**src/rtl/mbp_pkg.sv**
```systemverilog
package mbp_pkg;

  // Strap fields, most significant strap first (bit 4 down to bit 0)
  typedef struct packed {
    logic rdy_with_data;  // 1: ready together with data, 0: ready one bus clock early
    logic wide_bus;       // 1: 32-bit processor bus
    logic rwc_low_read;   // 1: rwc low means read
    logic big_endian;     // 1: swap bytes
    logic clk_double;     // 1: clock runs at twice the bus clock
  } strap_t;

  typedef enum logic [1:0] {
    ST_IDLE = 2'd0,
    ST_ACCESS = 2'd1,
    ST_DONE = 2'd2
  } bus_st_t;

endpackage

```
**src/rtl/mbp_reset_sync.sv**
```systemverilog
module mbp_reset_sync #(
  parameter int STAGES = 2
) (
  input  logic clk,
  input  logic arst_n,
  output logic rst
);
  logic [STAGES-1:0] chain;

  generate
    if (STAGES == 1) begin : g_one
      always_ff @(posedge clk or negedge arst_n) begin
        if (!arst_n) chain <= '0;
        else         chain <= 1'b1;
      end
    end else begin : g_many
      always_ff @(posedge clk or negedge arst_n) begin
        if (!arst_n) chain <= '0;
        else         chain <= {chain[STAGES-2:0], 1'b1};
      end
    end
  endgenerate

  assign rst = ~chain[STAGES-1];
endmodule

```
**src/rtl/mbp_regfile.sv**
```systemverilog
module mbp_regfile #(
  parameter int DATA_W = 16,
  parameter int WORDS  = 16,
  localparam int IDX_W = $clog2(WORDS)
) (
  input  logic              clk,
  input  logic              rst,
  input  logic              rd_en,
  input  logic              wr_en,
  input  logic [IDX_W-1:0]  idx,
  input  logic [DATA_W-1:0] wdata,
  output logic [DATA_W-1:0] rdata,
  output logic              irq_pol
);
  logic [DATA_W-1:0] mem [WORDS];

  // Plain synchronous RAM: registered read, no reset on contents
  always_ff @(posedge clk) begin
    if (wr_en) mem[idx] <= wdata;
    if (rd_en) rdata <= mem[idx];
  end

  // Shadow of word 0 bit 0 for the interrupt polarity
  always_ff @(posedge clk) begin
    if (rst)                         irq_pol <= 1'b0;
    else if (wr_en && idx == '0)     irq_pol <= wdata[0];
  end
endmodule

```
**src/rtl/mbp_bus_fsm.sv**
```systemverilog
module mbp_bus_fsm
  import mbp_pkg::*;
#(
  parameter int ADDR_HI = 11,
  parameter int DATA_W  = 16,
  parameter int IDX_W   = 4,
  localparam int BUS_W  = 2 * DATA_W,
  localparam int HALF   = DATA_W / 2
) (
  input  logic              clk,
  input  logic              rst,
  input  strap_t            strap_in,
  input  logic [ADDR_HI:1]  addr,
  input  logic              ads_n,
  input  logic              cs_n,
  input  logic              rwc,
  input  logic [BUS_W-1:0]  wdata_bus,
  output logic [BUS_W-1:0]  rdata_bus,
  output logic              oe,
  output logic              rdy_n,
  output logic [IDX_W-1:0]  idx,
  output logic              rd_en,
  output logic              wr_en,
  output logic [DATA_W-1:0] wword,
  input  logic [DATA_W-1:0] rword,
  output strap_t            strap_q,
  output bus_st_t           state,
  output logic              ce
);
  logic              phase;
  logic [ADDR_HI:1]  addr_q;
  logic              rd_q, rdy_q, oe_q;
  logic              start, hit, lane_in_hi, lane_q_hi;
  logic [DATA_W-1:0] wsel, word_out;

  // Straps follow the input while reset is high, then freeze
  always_ff @(posedge clk) begin
    if (rst) strap_q <= strap_in;
  end

  // Bus clock tick: every clock in 1X, every other clock in 2X
  always_ff @(posedge clk) begin
    if (rst) phase <= 1'b0;
    else     phase <= ~phase;
  end
  assign ce = ~strap_q.clk_double | phase;

  assign start      = ~ads_n & ~cs_n;
  assign lane_in_hi = strap_q.wide_bus & addr[1];
  assign lane_q_hi  = strap_q.wide_bus & addr_q[1];
  assign wsel       = lane_in_hi ? wdata_bus[BUS_W-1:DATA_W] : wdata_bus[DATA_W-1:0];

  always_ff @(posedge clk) begin
    if (rst) begin
      state  <= ST_IDLE;
      addr_q <= '0;
      rd_q   <= 1'b0;
      rdy_q  <= 1'b1;
      oe_q   <= 1'b0;
      wword  <= '0;
    end else if (ce) begin
      case (state)
        ST_IDLE: if (start) begin
          state  <= ST_ACCESS;
          addr_q <= addr;
          rd_q   <= rwc ^ strap_q.rwc_low_read;
          wword  <= strap_q.big_endian ? {wsel[HALF-1:0], wsel[DATA_W-1:HALF]} : wsel;
          rdy_q  <= strap_q.rdy_with_data;
        end
        ST_ACCESS: begin
          state <= ST_DONE;
          oe_q  <= rd_q;
          rdy_q <= ~strap_q.rdy_with_data;
        end
        default: begin
          state <= ST_IDLE;
          oe_q  <= 1'b0;
          rdy_q <= 1'b1;
        end
      endcase
    end
  end

  assign hit   = (addr_q[ADDR_HI:IDX_W+1] == '0);
  assign idx   = addr_q[IDX_W:1];
  assign rd_en = ce && (state == ST_ACCESS) && rd_q;
  assign wr_en = ce && (state == ST_ACCESS) && !rd_q && hit;

  always_comb begin
    word_out = '0;
    if (hit) word_out = strap_q.big_endian ? {rword[HALF-1:0], rword[DATA_W-1:HALF]} : rword;
  end

  always_comb begin
    rdata_bus = '0;
    if (oe) begin
      if (lane_q_hi) rdata_bus[BUS_W-1:DATA_W] = word_out;
      else           rdata_bus[DATA_W-1:0]     = word_out;
    end
  end

  assign oe    = oe_q & ~cs_n;
  assign rdy_n = rdy_q | cs_n;
endmodule

```
**src/rtl/mgmt_bus_port.sv**
```systemverilog
module mgmt_bus_port
  import mbp_pkg::*;
#(
  parameter int ADDR_HI   = 11,
  parameter int DATA_W    = 16,
  parameter int REG_WORDS = 16,
  parameter int RST_STAGES = 2,
  localparam int BUS_W    = 2 * DATA_W,
  localparam int IDX_W    = $clog2(REG_WORDS)
) (
  input  logic              clk,
  input  logic              rst_async_n,
  input  logic [4:0]        strap_cfg,
  input  logic              irq_req,
  input  logic [ADDR_HI:1]  bus_addr,
  input  logic              ads_n,
  input  logic              cs_n,
  input  logic              rwc,
  input  logic [BUS_W-1:0]  bus_wdata,
  output logic [BUS_W-1:0]  bus_rdata,
  output logic              bus_rdata_oe,
  output logic              rdy_n,
  output logic              bs16_n,
  output logic              irq,
  output logic              rst_out
);
  strap_t            strap_q;
  bus_st_t           state;
  logic              ce, rd_en, wr_en, irq_pol;
  logic [IDX_W-1:0]  idx;
  logic [DATA_W-1:0] wword, rword;
  logic [4:0]        strap_bits;
  logic [1:0]        st_bits;

  mbp_reset_sync #(.STAGES(RST_STAGES)) u_rst (
    .clk(clk), .arst_n(rst_async_n), .rst(rst_out)
  );

  mbp_bus_fsm #(.ADDR_HI(ADDR_HI), .DATA_W(DATA_W), .IDX_W(IDX_W)) u_fsm (
    .clk(clk), .rst(rst_out), .strap_in(strap_t'(strap_cfg)),
    .addr(bus_addr), .ads_n(ads_n), .cs_n(cs_n), .rwc(rwc),
    .wdata_bus(bus_wdata), .rdata_bus(bus_rdata), .oe(bus_rdata_oe), .rdy_n(rdy_n),
    .idx(idx), .rd_en(rd_en), .wr_en(wr_en), .wword(wword), .rword(rword),
    .strap_q(strap_q), .state(state), .ce(ce)
  );

  mbp_regfile #(.DATA_W(DATA_W), .WORDS(REG_WORDS)) u_regs (
    .clk(clk), .rst(rst_out), .rd_en(rd_en), .wr_en(wr_en), .idx(idx),
    .wdata(wword), .rdata(rword), .irq_pol(irq_pol)
  );

  always_ff @(posedge clk) begin
    if (rst_out) irq <= 1'b1;
    else         irq <= irq_pol ? irq_req : ~irq_req;
  end

  assign bs16_n     = 1'b0;
  assign strap_bits = strap_q;
  assign st_bits    = state;
endmodule

```
**config.mk**
```make
export PLATFORM = sky130hd
export DESIGN_NAME = mgmt_bus_port
export DESIGN_NICKNAME = d
export VERILOG_FILES = /design/src/rtl/mbp_pkg.sv /design/src/rtl/mbp_reset_sync.sv /design/src/rtl/mbp_regfile.sv /design/src/rtl/mbp_bus_fsm.sv /design/src/rtl/mgmt_bus_port.sv
export SDC_FILE = /design/constraint.sdc
export NUM_CORES = 1
export LEC_CHECK = 0
export BUFFER_PORTS_ARGS = -buffer_cell sky130_fd_sc_hd__buf_2
export CAP_MARGIN = 20
export CORE_UTILIZATION = 39
export CTS_CLUSTER_DIAMETER = 30
export DETAILED_ROUTE_END_ITERATION = 10
export PLACE_DENSITY_LB_ADDON = 0.1
export RECOVER_POWER = 50
export SYNTH_ARGS = -nofsm -noshare
export SYNTH_HDL_FRONTEND = slang
export SYNTH_HIERARCHICAL = 1
export SYNTH_SLANG_ARGS = --single-unit
```
**constraint.sdc**
```tcl
create_clock -name clk -period 8.55 [get_ports clk]
set_clock_uncertainty 0.2 [all_clocks]
set_input_delay 1.2825 -clock clk [delete_from_list [all_inputs] [get_ports clk]]
set_output_delay 1.2825 -clock clk [all_outputs]
set_load 0.02 [all_outputs]
```
[Word level (Yosys, flattened, before mapping)]
Memory sizes are Yosys's and may differ from the RTL's. A register that Yosys moved wholly into a read port is not among the register bits.
Cells that the tools add are included.
Word-level totals
  register bits: 42
  RAM bits: 256
  memories kept: 1
Memories
  u_regs.mem: depth 16, bits a word 16, rd ports 1, clocked after Yosys merged registers in 1, write ports 1, RTL line mbp_regfile.sv:15  | logic [DATA_W-1:0] mem [WORDS];
Operators by class
  equality and inequality tests: 2
  muxes and demuxes: 15
  bitwise operators: 15
  reductions and logical operators: 12
Operator list (count)
  16-bit 2-to-1 mux: 6
  32-bit 2-to-1 mux: 1
  1-bit inverter: 8
  7-bit zero test: 1
  1-bit logical AND: 5
  1-bit bitwise AND: 4
  4-bit zero test: 1
  1-bit 2-to-1 mux: 4
  1-bit one-hot mux with 2 select lines: 2
  2-bit one-hot mux with 2 select lines: 1
  2-bit AND reduction: 2
  3-bit AND reduction: 1
  2-bit by 1-bit == test with 1-bit output (second input constant): 1
  2-bit zero test: 1
  2-bit 2-to-1 mux: 1
  2-bit by 1-bit != test with 1-bit output (second input constant): 1
  1-bit bitwise OR: 2
  1-bit zero test: 1
  1-bit XOR: 1

[Logic depth before layout (Yosys ltp)]
Gate-level depths: netlist (run 1).
  word-level depth: 7
  gate-level depth with buffers: 7

[By module]
Netlist (run 1), hierarchy kept.
Modules (own cells, without submodules)
  mbp_regfile: instances 1, cells each 438, area each 10264.8 µm², seq. area each 8187.9 µm²
  mbp_bus_fsm: instances 1, cells each 238, area each 2172.1 µm², seq. area each 810.8 µm²
  mbp_reset_sync: instances 1, cells each 4, area each 57.6 µm², seq. area each 50.0 µm²
  mgmt_bus_port: instances 1, cells each 5, area each 46.3 µm², seq. area each 20.0 µm²

[Least setup slack after synthesis (run 1)]
OpenSTA, ideal clock, no wires.
  kind: in2out
  start: input port cs_n
  end: output port bus_rdata[21]
  data arrival time: 2.444 ns
  data required time: 7.068 ns
  slack: 4.623 ns
  stages on the path: 5
  path buffers: 1
  cell sequence: nor2b_4 -> nor4b_4 -> nand4_1 -> buf_2 -> nor2_1
Between the ends
  cells in the longest elaborated chain, start to end: 3
RTL lines
  from (decl): RTL line mgmt_bus_port.sv:17  | input logic cs_n,
  1-bit inverter: RTL line mbp_bus_fsm.sv:102  | assign oe = oe_q & ~cs_n;
  1-bit bitwise AND: RTL line mbp_bus_fsm.sv:102
  32-bit 2-to-1 mux: RTL line mbp_bus_fsm.sv:96  | if (oe) begin
  to (decl): RTL line mgmt_bus_port.sv:20  | output logic [BUS_W-1:0] bus_rdata,
No other way between the ends.

[Final worst setup path (run 1)]
  start: register u_fsm/addr_q[1] (netlist name)
  end: output port bus_rdata[0]
Between the ends
  cells in the longest elaborated chain, start to end: 3
RTL lines
  from (decl): RTL line mbp_bus_fsm.sv:31  | logic [ADDR_HI:1] addr_q;
  from (signal assigned): RTL line mbp_bus_fsm.sv:65  | addr_q <= addr;
  1-bit bitwise AND: RTL line mbp_bus_fsm.sv:50  | assign lane_q_hi = strap_q.wide_bus & addr_q[1];
  16-bit 2-to-1 mux: RTL line mbp_bus_fsm.sv:97  | if (lane_q_hi) rdata_bus[BUS_W-1:DATA_W] = word_out;
  32-bit 2-to-1 mux: RTL line mbp_bus_fsm.sv:96
No other way between the ends.

==> flow_summary.ini, run 1 <==
[min_path]
worst_hold_path_type = flip-flop to flip-flop

[finish]
synthToLayoutAreaGrowth_pct = 23.8
final_cell_area_um2 = 15500
final_cell_mix = edfxtp_1 (277), buf_2 (86), nand2_1 (79)
final_nets = 871
layout-drive-gt1-share_pct = 33.4
final_common_cell = edfxtp_1
diodes = 0
fin_util_pct = 49.1

[critical_path]
cp.buffers_inverters = 2
crit_family = buffers and inverters
cp-end-kind = output pin
worstPathCellList = clkbuf_1 -> nand2_1 -> nand3_1 -> nor2_1 -> buf_2
path_max_fanout = 41
slowest_stage = clkbuf_1
crit_type = flip-flop to output pin
cpPeakStageDelay_ns = 2.30
crit_path_start_kind = flip-flop
cp.required_ns = 7.07
arrival_ns = 4.27

[pwr]
power_frac_seq_pct = 40.2
p_leak_uw = 0.00502
switching_power_uw = 883
swShare_pct = 20.8
clkPwrFrac_pct = 56.8
internal_power_uw = 3370
total_power_uw = 4260
comb_power_share_pct = 3.0
ir_drop_uv = 193
power_density_nw_per_um2 = 274

[detailed_routing]
ant_nets = 0
drtIter0Drc = 538
viasPerCell = 5.20
wl_per_cell_um = 21.1
drcViolationCount = 0
vias = 6618
wl_um = 26900
drtPass1Iterations = 5

[timing]
worst_pin_slew_ns = 3.21
slew_headroom_pct = -114
finalCriticalPeriod_ns = 5.76
finalCritPeriodShare_pct = 67.3
hold_viol_final = 0
setup_viol = 0
timing.fmax_ghz = 0.174
grt_setup_unrepaired = no
setup_tns_ns = 0
maxSlewViolCount = 84

[place]
place_congestion = 0.735
dp_hpwl_um = 16700
io_buffers = 89
place_area_um2 = 13400

[run_status]
status = finished with violations
failed_checks = capacitance limit, slew limit

[synth]
syn_inst = 685
ys_types = 40
syn_area_um2 = 12500
ys.warnings.count = 6
synth_nets = 739
ys_seq_elements = 314
syn_area_per_cell_um2 = 18.3
ys_seq_area_share_pct = 72.3

[cts]
postCtsHoldBufs = 0
clockBufferDepth = 3
clk_latency_ns = 0.58
cts_resized = 0
numCtsBuffers = 61
clk_pin_slew_ns = 0.05
cts_num_sinks = 314
postCtsSetupBuffers = 0
cts_root_buf = clkbuf_16
cts_tree = built
cts_max_level = 2

[global_routing]
grt_pass1_wl_um = 41500
grt_max_degree = 42
grt_pass1_vias = 7092
gr-total-overflow = 0
grt_use_total_pct = 17.0
antenna_found_initial = 0

[floorplanning]
rows = 65
die_w_um = 181
num_io_pins = 91
fp.coreArea_um2 = 31600
start_util_pct = 39.6
die_area_um2 = 32900
die_h_um = 181

[flow_run]
cap_viol_max_count = 2
[power groups by stage]
stage	registers (uW)	logic, uW	clock network [uW]
5_1_grt	1710	140	2530
4_1_cts	1710	130	2460
3_5_place_dp	1740	130	0
3_3_place_gp	1740	129	0
2_1_floorplan	1720	95.2	0
6_report	1710	128	2420
[routing by layer]
| layer | wire [um] | share of wire [%] | vias up | GRT usage, % |
|---|---|---|---|---|
| met2 | 12700 | 47 | 231 | 27.9 |
| li1 | - | - | 3011 | - |
| met5 | 0 | 0 | - | 0 |
| met4 | 520 | 1.9 | 0 | 5.29 |
| met3 | 1630 | 6.1 | 46 | 3.39 |
| met1 | 12100 | 45 | 3330 | 22.8 |
[path summary, 6_finish.rpt]
| check | startpoint | to | slack, ns | cells past startpoint |
|---|---|---|---|---|
| min in group asynchronous | rst_async_n | u_rst/chain[0]$_DFF_PN0_ | 0.31 | 1 |
| worst min register to register | u_rst/chain[0]$_DFF_PN0_ | u_rst/chain[1]$_DFF_PN0_ | 0.15 | 0 |
| worst min-delay path | u_rst/chain[0]$_DFF_PN0_ | u_rst/chain[1]$_DFF_PN0_ | 0.15 | 0 |
| max in group asynchronous | rst_async_n | u_rst/chain[1]$_DFF_PN0_ | 7.72 | 1 |
| worst max register to register | u_fsm/addr_q[1]$_SDFFE_PP0P_ | u_regs/rdata[5]$_DFFE_PP_ | 3.29 | 5 |
| worst max-delay path | u_fsm/addr_q[1]$_SDFFE_PP0P_ | bus_rdata[0] | 2.79 | 5 |
[state kept, by name (all words and copies together), names as in the netlist]
name	count
u_fsm/rdy_q	1
u_fsm/strap_q	5
u_regs/mem	256
u_fsm/rd_q	1
u_regs/irq_pol	1
u_rst/chain	2
u_fsm/wword	16
u_fsm/oe_q	1
irq	1
u_regs/rdata	16
u_fsm/addr_q	11
u_fsm/state	2
u_fsm/phase	1
[cell families after synthesis]
family / synth area share, %
and+or+nand+nor: 5.62
xor gates and xnor gates: 0.210
DFF: 72.3
other: 0.0599
muxes: 16.1
AOI/OAI and AO/OA: 3.37
buffers and inverters: 2.31
[cell usage after synthesis]
cell type | number | area share, %
edfxtp_1 | 277 | 66
nand2_1 | 79 | 2.4
mux4_2 | 67 | 12
nor2_1 | 49 | 1.5
dfxtp_1 | 35 | 5.6
a22oi_1 | 32 | 1.9
a21oi_1 | 31 | 1.2
mux2i_1 | 17 | 1.4
buf_2 | 13 | 0.52
clkbuf_1 | 13 | 0.39
mux4_1 | 13 | 2.7
buf_6 | 8 | 0.72
buf_4 | 7 | 0.42
nand2b_1 | 5 | 0.25
nor2b_1 | 5 | 0.25
inv_1 | 4 | 0.12
and3_1 | 2 | 0.10
conb_1 | 2 | 0.060
dfrtp_1 | 2 | 0.40
nor2b_4 | 2 | 0.22
o31ai_1 | 2 | 0.12
xnor2_1 | 2 | 0.14
a211oi_1 | 1 | 0.060
and2_1 | 1 | 0.050
buf_1 | 1 | 0.030
buf_8 | 1 | 0.12
nand2_4 | 1 | 0.090
nand3_1 | 1 | 0.040
nand3_2 | 1 | 0.080
nand4_1 | 1 | 0.050
nor3_1 | 1 | 0.040
nor3b_1 | 1 | 0.060
nor4_1 | 1 | 0.050
nor4_2 | 1 | 0.10
nor4b_4 | 1 | 0.19
o21ai_0 | 1 | 0.040
or2_2 | 1 | 0.050
or3b_4 | 1 | 0.090
or4b_1 | 1 | 0.080
xor2_1 | 1 | 0.070
[cell type report]
| cell class | instances | area (um2) |
|---|---|---|
| flip-flops and latches | 314 | 9070 |
| repair buffers | 112 | 607 |
| clock buffers | 68 | 1570 |
| well taps | 402 | 503 |
| inverters | 4 | 15.0 |
| clock inverters | 48 | 572 |
| multi-input cells | 324 | 3180 |
| fillers | 2594 | 16100 |
[metrics by stage]
step           std cells  hold slack, ns  setup slack [ns]
2_1_floorplan        685           0.131              4.62
4_1_cts             1272           0.154              4.13
6_report            1272           0.150              2.79
5_1_grt             1272           0.166              2.15
3_3_place_gp        1156           0.139              4.21
3_5_place_dp        1156           0.144              4.14
No activity file was read; power rests on OpenSTA's default activity.
==> run 2: changes to the inputs <==
==> constraint.sdc (replaced) <==
create_clock -name clk -period 5.3 [get_ports clk]
set_clock_uncertainty 0.2 [all_clocks]
set_input_delay 0.795 -clock clk [delete_from_list [all_inputs] [get_ports clk]]
set_output_delay 0.795 -clock clk [all_outputs]
set_load 0.02 [all_outputs]
==> run 2 against run 1 <==
Net effect: the run still ends with capacitance limit, slew limit left; sequential share of layout area is 0.81 points lower; cell area is 1.4% higher; flip-flop and latch count stayed put; critical path type unchanged.
==> flow_summary.ini, run 2 (same netlist as run 1, synthesis figures left out) <==
[run_status]
status = finished with violations
failed_checks = capacitance limit, slew limit

[min_path]
worst_hold_path_type = flip-flop to flip-flop
hold_depth = 0

[critical_path]
path_depth = 4
cpPeakStageDelay_ns = 0.73
slowest_stage = nor4_2
arrival_ns = 2.78
cp-end-kind = output pin
crit_family = simple AND/OR/NAND/NOR gates
path_max_fanout = 16
crit_type = flip-flop to output pin
r2r_cells = 5
worstPathCellList = nor4_2 -> nand4_1 -> nor2_1 -> buf_2
crit_path_start_kind = flip-flop
cp.required_ns = 4.30
cp.buffers_inverters = 1

[place]
place_congestion = 0.731
dp_cells = 1154
dp_hpwl_um = 16800
io_buffers = 89
place_area_um2 = 13400

[global_routing]
grt_pass1_vias = 7079
antenna_found_initial = 0
grt_pass1_wl_um = 41100
gr-total-overflow = 0
grt_max_degree = 42
grt_use_total_pct = 16.8

[cts]
clockBufferDepth = 3
cts_root_buf = clkbuf_16
postCtsHoldBufs = 1
clk_latency_ns = 0.54
cts_max_level = 3
cts_num_sinks = 314
cts_tree = built
cts_resized = 0
postCtsSetupBuffers = 0
clk_pin_slew_ns = 0.04
numCtsBuffers = 70

[finish]
layout-drive-gt1-share_pct = 34.0
reg.largest.list = u_regs/mem (256), u_fsm/wword (16), u_regs/rdata (16)
largest_reg_flops = 256
final_common_cell = edfxtp_1
synthToLayoutAreaGrowth_pct = 25.6
n_fill_cell = 2614
diodes = 0
top_register = u_regs/mem
final_cell_mix = edfxtp_1 (277), buf_2 (85), nand2_1 (79)
final_cell_area_um2 = 15700
final_nets = 880
instances_no_fill = 1284

[pwr]
ir_drop_uv = 314
power_density_nw_per_um2 = 454
p_leak_uw = 0.00512

[detailed_routing]
vias = 6737
drtIter0Drc = 343
wl_per_cell_um = 20.9
wl_um = 26900
drcViolationCount = 0
ant_nets = 0
drtPass1Iterations = 6
viasPerCell = 5.25

[timing]
setup_viol = 0
finalCriticalPeriod_ns = 3.78
worst_pin_slew_ns = 1.79
grt_setup_unrepaired = no
slew_headroom_pct = -19.5
timing.fmax_ghz = 0.265
maxSlewViolCount = 42
hold_viol_final = 0
finalCritPeriodShare_pct = 71.3
setup_tns_ns = 0

[floorplanning]
num_io_pins = 91
die_h_um = 181
rows = 65
die_area_um2 = 32900
start_util_pct = 39.6
die_w_um = 181
fp.coreArea_um2 = 31600

[flow_run]
cap_viol_max_count = 1
==> run 2: cell types whose count changed in the layout (fill, tap and decap cells not counted), moves of 2 or more <==
cell        previous run  this run
clkbuf_16             61        73
inv_6                  7         4
clkbuf_1              10        13
clkinv_2              12        14
clkinv_4               4         1
bufinv_16             10         7
clkinvlp_4             9        12
==> run 2: per-layer routing <==
metal  global-route usage (%)  vias up  wire length, um
li1                         -     3036                -
met1                     22.4     3459            12100
met2                     27.0      211            12800
met3                     4.07       31             1560
met4                     5.66        0              410
met5                        0        -                0
==> run 2: path summary, 6_finish.rpt <==
check / from / end / slack [ns]
min reg2reg: u_rst/chain[0]$_DFF_PN0_ / u_rst/chain[1]$_DFF_PN0_ / 0.15
max: u_fsm/addr_q[8]$_SDFFE_PP0P_ / bus_rdata[31] / 1.52
min: u_rst/chain[0]$_DFF_PN0_ / u_rst/chain[1]$_DFF_PN0_ / 0.15
min in group asynchronous: rst_async_n / u_rst/chain[1]$_DFF_PN0_ / 0.38
max reg2reg: u_fsm/addr_q[8]$_SDFFE_PP0P_ / u_regs/mem[3][7]$_DFFE_PP_ / 2.20
max in group asynchronous: rst_async_n / u_rst/chain[0]$_DFF_PN0_ / 4.39
==> run 2: area by class of cell <==
class                           count  area (um2)  share of cell area (%)
Inverter                            4        15.0                  0.0954
Clock buffer                       83        1880                    12.0
Sequential cell                   314        9070                    57.6
Multi-Input combinational cell    324        3180                    20.2
Timing Repair Buffer              112         619                    3.93
Clock inverter                     45         465                    2.96
Tap cell                          402         503                    3.19
==> run 2: metrics by stage <==
step                      hold WS, ns  utilization, %  total power [uW]  setup WS, ns
after global routing            0.160            49.8              7380          1.39
after detailed placement        0.146            42.3              3010          1.78
final                           0.155            49.8              7150          1.52
after floorplan                 0.131               -              2930          2.14
after CTS                       0.158            49.8              7230          1.59
after global placement          0.139            42.3              3010          1.92
==> run 2: report_power, final <==
part,switching [uW],internal (uW)
combinational,102,97.3
sequential,50.4,2720
clock,1310,2880
total,1460,5690
==> run 3: changes to the inputs <==
==> constraint.sdc (replaced) <==
create_clock -name clk -period 3.3 [get_ports clk]
set_clock_uncertainty 0.2 [all_clocks]
set_input_delay 0.495 -clock clk [delete_from_list [all_inputs] [get_ports clk]]
set_output_delay 0.495 -clock clk [all_outputs]
set_load 0.02 [all_outputs]
==> run 3 against run 2 <==
Net effect: the run now ends clean; clock power increased by 50%; total power increased by 55%; count of clock-buffer cells in the layout decreased by 15; largest power group unchanged.
==> flow_summary.ini, run 3 (same netlist as run 1, synthesis figures left out) <==
[critical_path]
r2r_end = u_regs/mem[8][14]$_DFFE_PP_
crit_family = simple AND/OR/NAND/NOR gates
cp.required_ns = 2.60
arrival_ns = 2.40
crit_type = flip-flop to output pin
crit_start = u_fsm/oe_q$_SDFFE_PP0P_
reg2reg_from = u_fsm/strap_q[0]$_DFFE_PP_
slowest_stage = nand3_1
ff2ff_setup_slack_ns = 0.58
r2r_cells = 6
worstPathCellList = nor2b_4 -> nor4b_4 -> nand3_1 -> nor2_1 -> buf_2
crit_path_end = bus_rdata[0]
crit_path_start_kind = flip-flop
path_depth = 5
cp.buffers_inverters = 1
cpPeakStageDelay_ns = 0.51
cp-end-kind = output pin
path_max_fanout = 16

[global_routing]
grt_max_degree = 47
grt_pass1_wl_um = 41900
antenna_found_initial = 0
grt_use_total_pct = 17.0
gr-total-overflow = 0
grt_pass1_vias = 7173

[floorplanning]
die_w_um = 181
num_io_pins = 91
die_h_um = 181
start_util_pct = 39.6
fp.coreArea_um2 = 31600
rows = 65
die_area_um2 = 32900

[finish]
multi_input_area_um2 = 3170
regArea_um2 = 9070
diodes = 0
final_nets = 899
n_fill_cell = 2585
synthToLayoutAreaGrowth_pct = 26.1
largest_reg_flops = 256
final_common_cell = edfxtp_1
final_cell_mix = edfxtp_1 (277), buf_2 (85), nand2_1 (79)
reg.largest.list = u_regs/mem (256), u_fsm/wword (16), u_regs/rdata (16)
layout-drive-gt1-share_pct = 33.5
top_register = u_regs/mem

[timing]
timing.fmax_ghz = 0.323
setup_viol = 0
worst_pin_slew_ns = 1.03
hold_viol_final = 0
grt_setup_unrepaired = no
setup_ws_ns = 0.208
finalCriticalPeriod_ns = 3.09
maxSlewViolCount = 0
finalCritPeriodShare_pct = 93.7
slew_headroom_pct = 31.2
setup_tns_ns = 0

[min_path]
worst_hold_path_type = input port to async pin

[cts]
numCtsBuffers = 61
cts_tree = built
clk_latency_ns = 0.56
cts_num_sinks = 314
clk_pin_slew_ns = 0.05
cts_max_level = 2
cts_root_buf = clkbuf_16
clockBufferDepth = 3

[pwr]
power_density_nw_per_um2 = 699
internal_power_uw = 8730
switching_power_uw = 2320
swShare_pct = 21.0
p_leak_uw = 0.00515
power_frac_seq_pct = 40.1
ir_drop_uv = 480
clkPwrFrac_pct = 56.7
comb_power_share_pct = 3.2

[detailed_routing]
drtIter0Drc = 481
wl_per_cell_um = 21.3
drcViolationCount = 0
drtPass1Iterations = 6
viasPerCell = 5.30
ant_nets = 0
wl_um = 27700
vias = 6875

[place]
place_congestion = 0.763
dp_hpwl_um = 17200
io_buffers = 89
dp_slack_ns = 0.548

[flow_run]
cap_viol_max_count = 0

[run_status]
status = complete, no violations
## run 3: cell types whose count changed in the layout (fill, tap and decap cells not counted), moves of 3 or more
cell | before | now
buf_4 | 20 | 29
clkbuf_1 | 13 | 9
clkbuf_16 | 73 | 61
clkinv_2 | 14 | 5
clkinv_4 | 1 | 6
clkinvlp_4 | 12 | 9
dlygate4sd3_1 | 1 | 18
inv_6 | 4 | 13
## run 3: how the worst min path moves through the flow
stage	end	cells past startpoint
after floorplan	u_rst/chain[0]$_DFF_PN0_	0
after global placement	u_rst/chain[0]$_DFF_PN0_	1
after detailed placement	u_rst/chain[0]$_DFF_PN0_	1
after CTS	u_fsm/rd_q$_SDFFE_PP0P_	3
after global routing	u_fsm/rd_q$_SDFFE_PP0P_	3
final	u_rst/chain[0]$_DFF_PN0_	2
## run 3: repair_timing
item | 4_1_cts | 5_1_grt
endpoints found under the setup margin | 0 | 16
hold buffers | 18 | 0
gates resized for setup | 0 | 0
setup buffers | 0 | 1
endpoints found under the hold margin | 19 | 0
## run 3: through the flow
step           cells  instance area (um2)  power (uW)  hold WS, ns  utilization [%]
2_1_floorplan    685                12500        4710    -0.000591                -
6_report        1298                15800       11100       0.0581             50.0
4_1_cts         1297                15800       11200       0.0359             50.0
3_3_place_gp    1165                13500        4840       0.0812             42.6
5_1_grt         1298                15800       11400       0.0457             50.0
3_5_place_dp    1165                13500        4850       0.0836             42.6
## run 3: cell type report
type | instances | share of cell area [%]
flip-flops and latches | 314 | 57.4
multi-input cells | 324 | 20.1
inverters | 4 | 0.0950
clock inverters | 46 | 3.49
clock buffers | 68 | 10.0
repair buffers | 140 | 5.75
well taps | 402 | 3.18
## run 3: metal layers
metal  vias up  wire length (um)  global-route usage (%)
li1       3075                 -                       -
met2       236             13200                    27.8
met3        54              1540                    3.33
met1      3510             12300                    22.8
met4         0               685                    5.66
met5         -                 0                       0
## run 3: power by group through the flow
stage	logic [uW]	clock network [uW]	registers, uW
after CTS	350	6370	4440
after global placement	328	0	4510
after floorplan	247	0	4470
after detailed placement	333	0	4520
final	354	6260	4430
after global routing	384	6560	4440
